==> src/rtl/pce_pkg.sv <==
package pce_pkg;

   localparam int unsigned BYTE_W = 8;

   typedef enum logic [1:0] {
      OP_WRITE = 2'd0,
      OP_READ  = 2'd1,
      OP_RMW   = 2'd2,
      OP_NONE  = 2'd3
   } pce_op_e;

   typedef enum logic [1:0] {
      ST_IDLE   = 2'd0,
      ST_ACCESS = 2'd1,
      ST_FINISH = 2'd2
   } pce_state_e;

   localparam int unsigned SUB_WRITE = 0;
   localparam int unsigned SUB_READ  = 1;
   localparam int unsigned SUB_RMW   = 2;

endpackage

==> src/rtl/pce_decode.sv <==
module pce_decode
   import pce_pkg::*;
#(
   parameter int unsigned       MAX_ITEMS  = 5,
   parameter int unsigned       ADDR_BYTES = 2,
   parameter int unsigned       CODE_W     = 8,
   parameter int unsigned       SUB_W      = 4,
   parameter int unsigned       SIZE_W     = 8,
   parameter int unsigned       CNT_W      = 3,
   parameter logic [CODE_W-1:0] CMD_CODE   = 8'hFF
) (
   input  logic [CODE_W-1:0] code_i,
   input  logic [SUB_W-1:0]  sub_i,
   input  logic [SIZE_W-1:0] size_i,
   output logic              ok_o,
   output pce_op_e           op_o,
   output logic [CNT_W-1:0]  n_acc_o
);

   localparam int unsigned WR_STRIDE = ADDR_BYTES + 1;
   localparam int unsigned RD_STRIDE = ADDR_BYTES;
   localparam int unsigned RMW_SIZE  = ADDR_BYTES + 2;

   logic [MAX_ITEMS:1] wr_hit;
   logic [MAX_ITEMS:1] rd_hit;

   // one comparator per legal item count
   for (genvar k = 1; k <= MAX_ITEMS; k++) begin : g_count
      assign wr_hit[k] = (int'(size_i) == int'(WR_STRIDE * k));
      assign rd_hit[k] = (int'(size_i) == int'(RD_STRIDE * k));
   end

   always_comb begin
      ok_o    = 1'b0;
      op_o    = OP_NONE;
      n_acc_o = '0;
      if (code_i == CMD_CODE) begin
         case (int'(sub_i))
            SUB_WRITE: begin
               for (int k = 1; k <= int'(MAX_ITEMS); k++) begin
                  if (wr_hit[k]) begin
                     ok_o    = 1'b1;
                     op_o    = OP_WRITE;
                     n_acc_o = CNT_W'(k);
                  end
               end
            end
            SUB_READ: begin
               for (int k = 1; k <= int'(MAX_ITEMS); k++) begin
                  if (rd_hit[k]) begin
                     ok_o    = 1'b1;
                     op_o    = OP_READ;
                     n_acc_o = CNT_W'(k);
                  end
               end
            end
            SUB_RMW: begin
               if (int'(size_i) == int'(RMW_SIZE)) begin
                  ok_o    = 1'b1;
                  op_o    = OP_RMW;
                  n_acc_o = CNT_W'(2);
               end
            end
            default: ;
         endcase
      end
   end

endmodule

==> src/rtl/pce_seq.sv <==
module pce_seq
   import pce_pkg::*;
#(
   parameter int unsigned MAX_ITEMS  = 5,
   parameter int unsigned ADDR_W     = 16,
   parameter int unsigned WBUF_BYTES = 16,
   parameter int unsigned CNT_W      = 3
) (
   input  logic                    clk_i,
   input  logic                    rst_ni,
   input  logic                    ring_i,
   input  logic                    dec_ok_i,
   input  pce_op_e                 dec_op_i,
   input  logic [CNT_W-1:0]        dec_n_i,
   input  logic [WBUF_BYTES*8-1:0] wbuf_i,
   input  logic [BYTE_W-1:0]       rf_rdata_i,
   output logic                    accept_o,
   output logic                    busy_o,
   output logic                    finish_o,
   output logic                    rf_en_o,
   output logic                    rf_we_o,
   output logic [ADDR_W-1:0]       rf_addr_o,
   output logic [BYTE_W-1:0]       rf_wdata_o,
   output logic                    cap_o,
   output logic [CNT_W-1:0]        cap_idx_o
);

   localparam int unsigned ADDR_BYTES = ADDR_W / 8;
   localparam int unsigned WBUF_W     = WBUF_BYTES * 8;

   pce_state_e        state_q;
   pce_op_e           op_q;
   logic [CNT_W-1:0]  cnt_q;
   logic [CNT_W-1:0]  idx_q;
   logic              bad_q;
   logic [WBUF_W-1:0] buf_q;
   logic              last_acc;
   logic [BYTE_W-1:0] upd_val;
   logic [BYTE_W-1:0] upd_msk;
   logic [BYTE_W-1:0] batch_data;

   assign accept_o = ring_i && (state_q == ST_IDLE);
   assign busy_o   = (state_q != ST_IDLE);
   assign finish_o = (state_q == ST_FINISH);
   assign last_acc = (idx_q == cnt_q - 1'b1);

   always_ff @(posedge clk_i) begin
      if (!rst_ni) begin
         state_q <= ST_IDLE;
         op_q    <= OP_NONE;
         cnt_q   <= '0;
         idx_q   <= '0;
         bad_q   <= 1'b0;
         buf_q   <= '0;
      end else begin
         case (state_q)
            ST_IDLE: begin
               if (ring_i) begin
                  buf_q   <= wbuf_i;
                  op_q    <= dec_op_i;
                  cnt_q   <= dec_ok_i ? dec_n_i : '0;
                  bad_q   <= !dec_ok_i;
                  idx_q   <= '0;
                  state_q <= dec_ok_i ? ST_ACCESS : ST_FINISH;
               end
            end
            ST_ACCESS: begin
               idx_q <= idx_q + 1'b1;
               if (last_acc) state_q <= ST_FINISH;
            end
            ST_FINISH: begin
               state_q <= ST_IDLE;
               bad_q   <= 1'b0;
            end
            default: state_q <= ST_IDLE;
         endcase
      end
   end

   // operand extraction from the latched request
   always_comb begin
      upd_val    = buf_q[8*ADDR_BYTES +: BYTE_W];
      upd_msk    = buf_q[8*(ADDR_BYTES+1) +: BYTE_W];
      batch_data = buf_q[8*(int'(ADDR_BYTES)*int'(cnt_q) + int'(idx_q)) +: BYTE_W];
      if (op_q == OP_RMW) begin
         rf_addr_o  = buf_q[0 +: ADDR_W];
         rf_wdata_o = (rf_rdata_i & ~upd_msk) | (upd_val & upd_msk);
      end else begin
         rf_addr_o  = buf_q[int'(idx_q)*int'(ADDR_W) +: ADDR_W];
         rf_wdata_o = batch_data;
      end
   end

   assign rf_en_o   = (state_q == ST_ACCESS);
   assign rf_we_o   = rf_en_o && ((op_q == OP_WRITE) || ((op_q == OP_RMW) && (idx_q != '0)));
   assign cap_o     = rf_en_o && (op_q == OP_READ);
   assign cap_idx_o = idx_q;

   a_r4_rmw_adjacent: assert property (@(posedge clk_i) disable iff (!rst_ni)
      (rf_en_o && !rf_we_o && op_q == OP_RMW) |=> (rf_en_o && rf_we_o && rf_addr_o == $past(rf_addr_o)));

   a_r7_in_order: assert property (@(posedge clk_i) disable iff (!rst_ni)
      (state_q == ST_ACCESS && !last_acc) |=> (state_q == ST_ACCESS && idx_q == $past(idx_q) + 1'b1));

   a_r5_no_access_rejected: assert property (@(posedge clk_i) disable iff (!rst_ni)
      bad_q |-> !rf_en_o);

   a_r10_request_held: assert property (@(posedge clk_i) disable iff (!rst_ni)
      (state_q != ST_IDLE) |=> ($stable(buf_q) && $stable(op_q) && $stable(cnt_q)));

endmodule

==> src/rtl/pce_result.sv <==
module pce_result
   import pce_pkg::*;
#(
   parameter int unsigned RBUF_BYTES = 16,
   parameter int unsigned MAX_ITEMS  = 5,
   parameter int unsigned CNT_W      = 3
) (
   input  logic                    clk_i,
   input  logic                    rst_ni,
   input  logic                    clear_i,
   input  logic                    cap_i,
   input  logic [CNT_W-1:0]        cap_idx_i,
   input  logic [BYTE_W-1:0]       rdata_i,
   output logic [RBUF_BYTES*8-1:0] rbuf_o
);

   logic             pend_q;
   logic [CNT_W-1:0] pidx_q;

   // read data arrives one cycle after the access
   always_ff @(posedge clk_i) begin
      if (!rst_ni) begin
         pend_q <= 1'b0;
         pidx_q <= '0;
      end else begin
         pend_q <= cap_i;
         pidx_q <= cap_idx_i;
      end
   end

   for (genvar b = 0; b < RBUF_BYTES; b++) begin : g_lane
      if (b < MAX_ITEMS) begin : g_live
         logic [BYTE_W-1:0] lane_q;
         always_ff @(posedge clk_i) begin
            if (!rst_ni || clear_i) lane_q <= '0;
            else if (pend_q && int'(pidx_q) == b) lane_q <= rdata_i;
         end
         assign rbuf_o[8*b +: BYTE_W] = lane_q;
      end else begin : g_zero
         assign rbuf_o[8*b +: BYTE_W] = '0;
      end
   end

   a_r9_clear_on_take: assert property (@(posedge clk_i) disable iff (!rst_ni)
      clear_i |=> (rbuf_o == '0));

endmodule

==> src/rtl/pwr_cmd_exec.sv <==
module pwr_cmd_exec
   import pce_pkg::*;
#(
   parameter int unsigned       CODE_W     = 8,
   parameter int unsigned       SUB_W      = 4,
   parameter int unsigned       SIZE_W     = 8,
   parameter int unsigned       ADDR_W     = 16,
   parameter int unsigned       WBUF_BYTES = 16,
   parameter int unsigned       RBUF_BYTES = 16,
   parameter int unsigned       MAX_ITEMS  = 5,
   parameter int unsigned       ERR_W      = 8,
   parameter logic [CODE_W-1:0] CMD_CODE   = 8'hFF,
   parameter logic [ERR_W-1:0]  ERR_FORMAT = 8'h01
) (
   input  logic                    clk_i,
   input  logic                    rst_ni,
   input  logic                    db_ring_i,
   input  logic [CODE_W-1:0]       db_code_i,
   input  logic [SUB_W-1:0]        db_sub_i,
   input  logic [SIZE_W-1:0]       db_size_i,
   input  logic [WBUF_BYTES*8-1:0] mbx_wbuf_i,
   output logic [RBUF_BYTES*8-1:0] mbx_rbuf_o,
   output logic                    done_o,
   output logic                    err_o,
   output logic [ERR_W-1:0]        err_code_o,
   output logic                    busy_o,
   output logic                    rf_en_o,
   output logic                    rf_we_o,
   output logic [ADDR_W-1:0]       rf_addr_o,
   output logic [7:0]              rf_wdata_o,
   input  logic [7:0]              rf_rdata_i
);

   localparam int unsigned ADDR_BYTES = ADDR_W / 8;
   localparam int unsigned CNT_W      = $clog2(MAX_ITEMS + 2);

   initial begin : p_param_check
      assert (ADDR_W % 8 == 0 && ADDR_W >= 8)
         else $error("ADDR_W must be a whole number of bytes");
      assert ((ADDR_BYTES + 1) * MAX_ITEMS <= WBUF_BYTES)
         else $error("write buffer too small for MAX_ITEMS");
      assert (ADDR_BYTES + 2 <= WBUF_BYTES)
         else $error("write buffer too small for masked update");
      assert (MAX_ITEMS <= RBUF_BYTES && MAX_ITEMS >= 1)
         else $error("read buffer too small for MAX_ITEMS");
      assert ((ADDR_BYTES + 1) * MAX_ITEMS < (1 << SIZE_W))
         else $error("size field too narrow");
   end

   logic             dec_ok;
   pce_op_e          dec_op;
   logic [CNT_W-1:0] dec_n;
   logic             accept;
   logic             finish;
   logic             cap;
   logic [CNT_W-1:0] cap_idx;
   logic             done_q;
   logic             err_q;
   logic [ERR_W-1:0] ecode_q;

   pce_decode #(
      .MAX_ITEMS (MAX_ITEMS),
      .ADDR_BYTES(ADDR_BYTES),
      .CODE_W    (CODE_W),
      .SUB_W     (SUB_W),
      .SIZE_W    (SIZE_W),
      .CNT_W     (CNT_W),
      .CMD_CODE  (CMD_CODE)
   ) i_decode (
      .code_i (db_code_i),
      .sub_i  (db_sub_i),
      .size_i (db_size_i),
      .ok_o   (dec_ok),
      .op_o   (dec_op),
      .n_acc_o(dec_n)
   );

   pce_seq #(
      .MAX_ITEMS (MAX_ITEMS),
      .ADDR_W    (ADDR_W),
      .WBUF_BYTES(WBUF_BYTES),
      .CNT_W     (CNT_W)
   ) i_seq (
      .clk_i     (clk_i),
      .rst_ni    (rst_ni),
      .ring_i    (db_ring_i),
      .dec_ok_i  (dec_ok),
      .dec_op_i  (dec_op),
      .dec_n_i   (dec_n),
      .wbuf_i    (mbx_wbuf_i),
      .rf_rdata_i(rf_rdata_i),
      .accept_o  (accept),
      .busy_o    (busy_o),
      .finish_o  (finish),
      .rf_en_o   (rf_en_o),
      .rf_we_o   (rf_we_o),
      .rf_addr_o (rf_addr_o),
      .rf_wdata_o(rf_wdata_o),
      .cap_o     (cap),
      .cap_idx_o (cap_idx)
   );

   pce_result #(
      .RBUF_BYTES(RBUF_BYTES),
      .MAX_ITEMS (MAX_ITEMS),
      .CNT_W     (CNT_W)
   ) i_result (
      .clk_i    (clk_i),
      .rst_ni   (rst_ni),
      .clear_i  (accept),
      .cap_i    (cap),
      .cap_idx_i(cap_idx),
      .rdata_i  (rf_rdata_i),
      .rbuf_o   (mbx_rbuf_o)
   );

   always_ff @(posedge clk_i) begin
      if (!rst_ni) begin
         done_q  <= 1'b0;
         err_q   <= 1'b0;
         ecode_q <= '0;
      end else begin
         done_q <= finish;
         if (accept) begin
            err_q   <= !dec_ok;
            ecode_q <= dec_ok ? '0 : ERR_FORMAT;
         end
      end
   end

   assign done_o     = done_q;
   assign err_o      = err_q;
   assign err_code_o = ecode_q;

   a_r8_done_single: assert property (@(posedge clk_i) disable iff (!rst_ni)
      done_o |=> !done_o);

   a_r11_done_not_busy: assert property (@(posedge clk_i) disable iff (!rst_ni)
      done_o |-> !busy_o);

   a_r12_idle_quiet: assert property (@(posedge clk_i) disable iff (!rst_ni)
      !busy_o |-> !rf_en_o);

   a_r1_err_code_pairs: assert property (@(posedge clk_i) disable iff (!rst_ni)
      done_o |-> (err_o == (err_code_o != '0)));

endmodule

==> config.mk <==
export PLATFORM = sky130hd
export DESIGN_NAME = pwr_cmd_exec
export DESIGN_NICKNAME = d
export VERILOG_FILES = /design/src/rtl/pce_pkg.sv /design/src/rtl/pce_decode.sv /design/src/rtl/pce_seq.sv /design/src/rtl/pce_result.sv /design/src/rtl/pwr_cmd_exec.sv
export SDC_FILE = /design/constraint.sdc
export NUM_CORES = 1
export LEC_CHECK = 0
export BUFFER_PORTS_ARGS = -buffer_cell sky130_fd_sc_hd__buf_2
export CORE_MARGIN = 8
export CORE_UTILIZATION = 52
export CTS_CLUSTER_DIAMETER = 150
export CTS_CLUSTER_SIZE = 25
export DETAILED_ROUTE_END_ITERATION = 10
export GPL_TIMING_DRIVEN = 0
export PLACE_DENSITY = 0.83
export SLEW_MARGIN = 25
export SYNTH_ARGS = -nofsm -noshare
export SYNTH_HDL_FRONTEND = slang
export SYNTH_HIERARCHICAL = 1
export SYNTH_SLANG_ARGS = --single-unit
==> constraint.sdc <==
create_clock -name clk_i -period 3.05 [get_ports clk_i]
set_clock_uncertainty 0.2 [all_clocks]
set_input_delay 0.4575 -clock clk_i [delete_from_list [all_inputs] [get_ports clk_i]]
set_output_delay 0.4575 -clock clk_i [all_outputs]
set_load 0.01 [all_outputs]
==> metrics.md <==
| Metric | Value |
|---|---|
| Synth Instances | 1146 |
| LEAKAGE | slightly below 0.006 uW |
| Mux cell area share after synthesis | between 20% and 30% |
| Post-synth EDFFs | 0 |
| GRT Residual Overflow | 0 |
| Sequential-to-total area share from yosys stat | 34.9% |
| Slew Viols, Final | 0 |
| Max incr delay on CP | ~0.54 ns |
| Die Ht | between 150 and 200 um |
| Final antenna-violating net count | 0 |
| Gr busiest metal | met2 |
| CTS tree | done |
| Synthesized cell area | between 10000 and 15000 um^2 |
| CTS Hold Bufs | 0 |
| Met3 Use GR | under 10% |
| Num CTS Buffers | 17 |
| Core area | about 20000 um^2 |
| Asr flop ratio synth | 0% |
| DR iter-0 viols | 834 |
| Syn. warnings | 6 |
| WL/cell | 19.6 um |
| Adder-Cell Fraction of Synth Area | less than 1% |
| Slew margin rel. | 54.2% |
| Final nets | about 1700 |
| Root Driver | clkbuf_16 |
| Post-synth top flop | dfxtp_1 |
| Register bit total from synthesis | 184 |
| Period Utilization, post-route | 118% |
| Power share of the combinational group | about 15% |
| Final instance area | 13100 um^2 |
| Flop pwr share | 46.6% |
| Met2 usage | roughly 45% |
| Fin. Hold Viols | 0 |
| Largest net degree at the start of global routing | 17 |
| # port buffers | about 230 |
| Failing checks | setup timing |
| Fmax achieved | around 280 MHz |
| Clk pwr share | 38.2% |
| Top-Level Pins | 324 |
| Die area | ~25000 um^2 |
| Critical path's slowest cell | mux4_2 |
| Layout cell share with drive strength beyond 1 | about a third |
| CP max FO | 6 |
| Count of final setup violators | 8 |
| Clk sinks | 184 |
| Combinational family with the most area after synthesis | multiplexers |
| GRT Util Overall | a little over a quarter |
| Largest delay share family, worst path | multiplexers |
| Clock Pin Slew Worst Setup and Hold Paths | 0.07 ns |
| Library cells used by synthesis | 59 |
| Residual DRC | 0 |
| Die Width | between 150 and 200 um |
| Setup repair after global routing missed its margin | true |
| Ant. Diodes | 0 |
| Initial antenna violation count | 0 |
| Worst Tran Pin Value | around 0.69 ns |
| Peak VDD IR | 0.000361 V |
| Hold Crit Class | in -> reg |
| P&R area growth vs syn | 23.7% |
| Met1 global-route usage | between 30 and 40% |
| Max-Cap Viols | 0 |
| Power Density | 430 nW/um^2 |
| Crit end category | primary output |
| Switching share of power | 27.6% |
| Vias in the first global route | roughly 9000 |
| Drt first pass iters | 6 |
| Crit path cell chain | ha_4 -> fa_1 -> buf_6 -> buf_12 -> mux4_2 -> mux2i_2 -> o22a_1 -> o21ai_2 -> buf_2 |
| Final min period | 3.59 ns |
| Area post-placement | approximately 12000 um^2 |
| Internal power | between 4000 and 5000 uW |
| Data arrival, critical path | roughly 3 ns |
| Insertion delay to the later sink of the worst-skew pair | around 0.42 ns |
| Vias | ~9700 |
| Hold WS | slightly below 0.06 ns |
| Startpoint types | register |
| Syn avg cell area | a little over 9 um^2 |
| # fillers | approximately 1700 |
| NetSw | around 1500 uW |
| Reg-to-reg slack, setup | a little over 0.4 ns |
| First-pass GRT wire length | between 50 and 60 mm |
| H-tree depth | 4 |
| Kind of critical path | reg -> out |
| Post-Synth Simple-Gate Area | 18.5% |
| Worst EP required | between 2 and 2.5 ns |
| CTS max path bufs | 2 |
| Final worst slack | -0.537 ns |
| DR vias/cell | 5.47 |
| Final WL | 34.8 mm |
| Synth Area in Compound Gates | between 10% and 20% |
| GP Congestion | between 0.9 and 1 |
| Site Rows | between 50 and 60 |
| CP bufs+invs | 3 |
| Status | finished, violations left |
| Starting density of the core | between 50 and 60% |
| Xor and xnor area share after synthesis | 0.818% |
| DP HPWL | approximately 27 mm |
## state kept, by name, summed over array words and instances, names as in the netlist
register	count
i_seq/buf_q	128
i_result/g_lane.g_live.lane_q	40
i_result/pidx_q	3
i_seq/cap_idx_o	3
i_seq/cnt_q	3
i_seq/op_q	2
i_seq/state_q	2
done_o	1
err_o	1
i_result/pend_q	1
## cell usage after synthesis (6+ instances only)
| cell type | instances | area share (%) |
|---|---|---|
| a21boi_1 | 132 | 9.4 |
| nand3b_1 | 48 | 3.4 |
| nand2_1 | 300 | 11 |
| o21ai_1 | 21 | 1.0 |
| mux4_1 | 6 | 1.5 |
| nor3_1 | 6 | 0.28 |
| mux4_2 | 54 | 12 |
| a21oi_1 | 7 | 0.33 |
| buf_4 | 107 | 7.6 |
| nor2_1 | 12 | 0.43 |
| dfxtp_1 | 184 | 35 |
| mux2i_1 | 80 | 7.6 |
| inv_1 | 9 | 0.32 |
| nand3_1 | 10 | 0.47 |
| o22a_1 | 6 | 0.50 |
| clkbuf_1 | 47 | 1.7 |
| buf_2 | 20 | 0.95 |
| buf_6 | 6 | 0.64 |
| nand2b_1 | 7 | 0.41 |
## routing by layer
| layer | up-vias | wire, um |
|---|---|---|
| met5 | - | 0 |
| met4 | 0 | 1430 |
| met1 | 4557 | 13000 |
| li1 | 4469 | - |
| met3 | 99 | 3720 |
| met2 | 560 | 16700 |
## layout make-up
class / instances / area (um^2) / area share (%)
Buffer: 184 / 1200 / 9.16
Clock buffer: 21 / 450 / 3.45
Clock inverter: 11 / 110 / 0.843
Inverter: 11 / 41.3 / 0.316
Multi-Input combinational cell: 859 / 6040 / 46.3
Sequential cell: 184 / 3690 / 28.2
Tap cell: 270 / 338 / 2.59
Timing Repair Buffer: 232 / 1190 / 9.13
## cell usage in the layout (no fill, tap or decap), drive strengths merged, types with 3 or more instances in the layout
cell type	synthesis	routed
nand4b	3	3
ha	5	5
nand3	10	10
nand4bb	3	3
nor2b	4	4
a21oi	8	8
xnor2	5	5
conb	2	95
nand4	5	5
inv	11	17
dfxtp	184	184
and4	3	3
o21ai	25	25
nor3	6	6
o22a	6	6
nor2	12	12
o211ai	3	3
buf	137	368
nand3b	48	48
mux4	60	60
and2	5	5
nand2b	7	7
clkbuf	48	69
xor2	4	4
nand2	300	300
or3	3	3
mux2i	80	80
a21boi	132	132
## stage by stage
step	setup WS, ns	total power (uW)	std cells	TNS, ns	utilization [%]
after detailed placement	-0.302	3490	1735	-1.24	61.6
after global placement	-0.266	3470	1735	-1.06	61.6
final	-0.537	5610	1772	-3.43	64.9
after floorplan	0.248	3160	1239	0	-
after global routing	-0.583	5820	1772	-3.90	64.9
after CTS	-0.576	5610	1771	-3.66	64.8
## worst min-delay path, delay by kind of cell
kind	cells	cell delay [ns]
buf+inv	1	0.09
compound gates	1	0.05
simple gates	1	0.04
## what timing repair did
action,CTS,global route
setup endpoints to repair,19,13
pin swaps,1,2
gates resized for setup,21,5
setup buffers,5,1
## power groups by stage
stage	logic, uW	registers (uW)	clock network, uW
2_1_floorplan	547	2610	0
3_3_place_gp	811	2650	0
3_5_place_dp	824	2660	0
4_1_cts	834	2610	2170
5_1_grt	921	2620	2280
6_report	854	2610	2140
## final timing paths
| path | from | to | cells past startpoint |
|---|---|---|---|
| setup / recovery | i_seq/cnt_q[0] | rf_wdata_o[3] | 9 |
| hold / removal | mbx_wbuf_i[19] | i_seq/buf_q[19] | 3 |
| setup reg to reg | i_seq/state_q[1] | i_result/g_lane[2].g_live.lane_q[3] | 8 |
| hold reg to reg | i_seq/buf_q[125] | i_seq/buf_q[125] | 2 |
## kinds of logic (layout without fill, tap and decap cells)
| family | Yosys count | after routing |
|---|---|---|
| adder cells (fa/ha/maj) | 6 | 6 |
| other | 2 | 95 |
| buffers and inverters | 196 | 459 |
| AND/OR/NAND/NOR | 421 | 421 |
| multiplexers | 140 | 140 |
| AO/OA/AOI/OAI | 188 | 188 |
| flip-flops | 184 | 184 |
| XOR/XNOR | 9 | 9 |
Power figures use the tool's default switching activity.
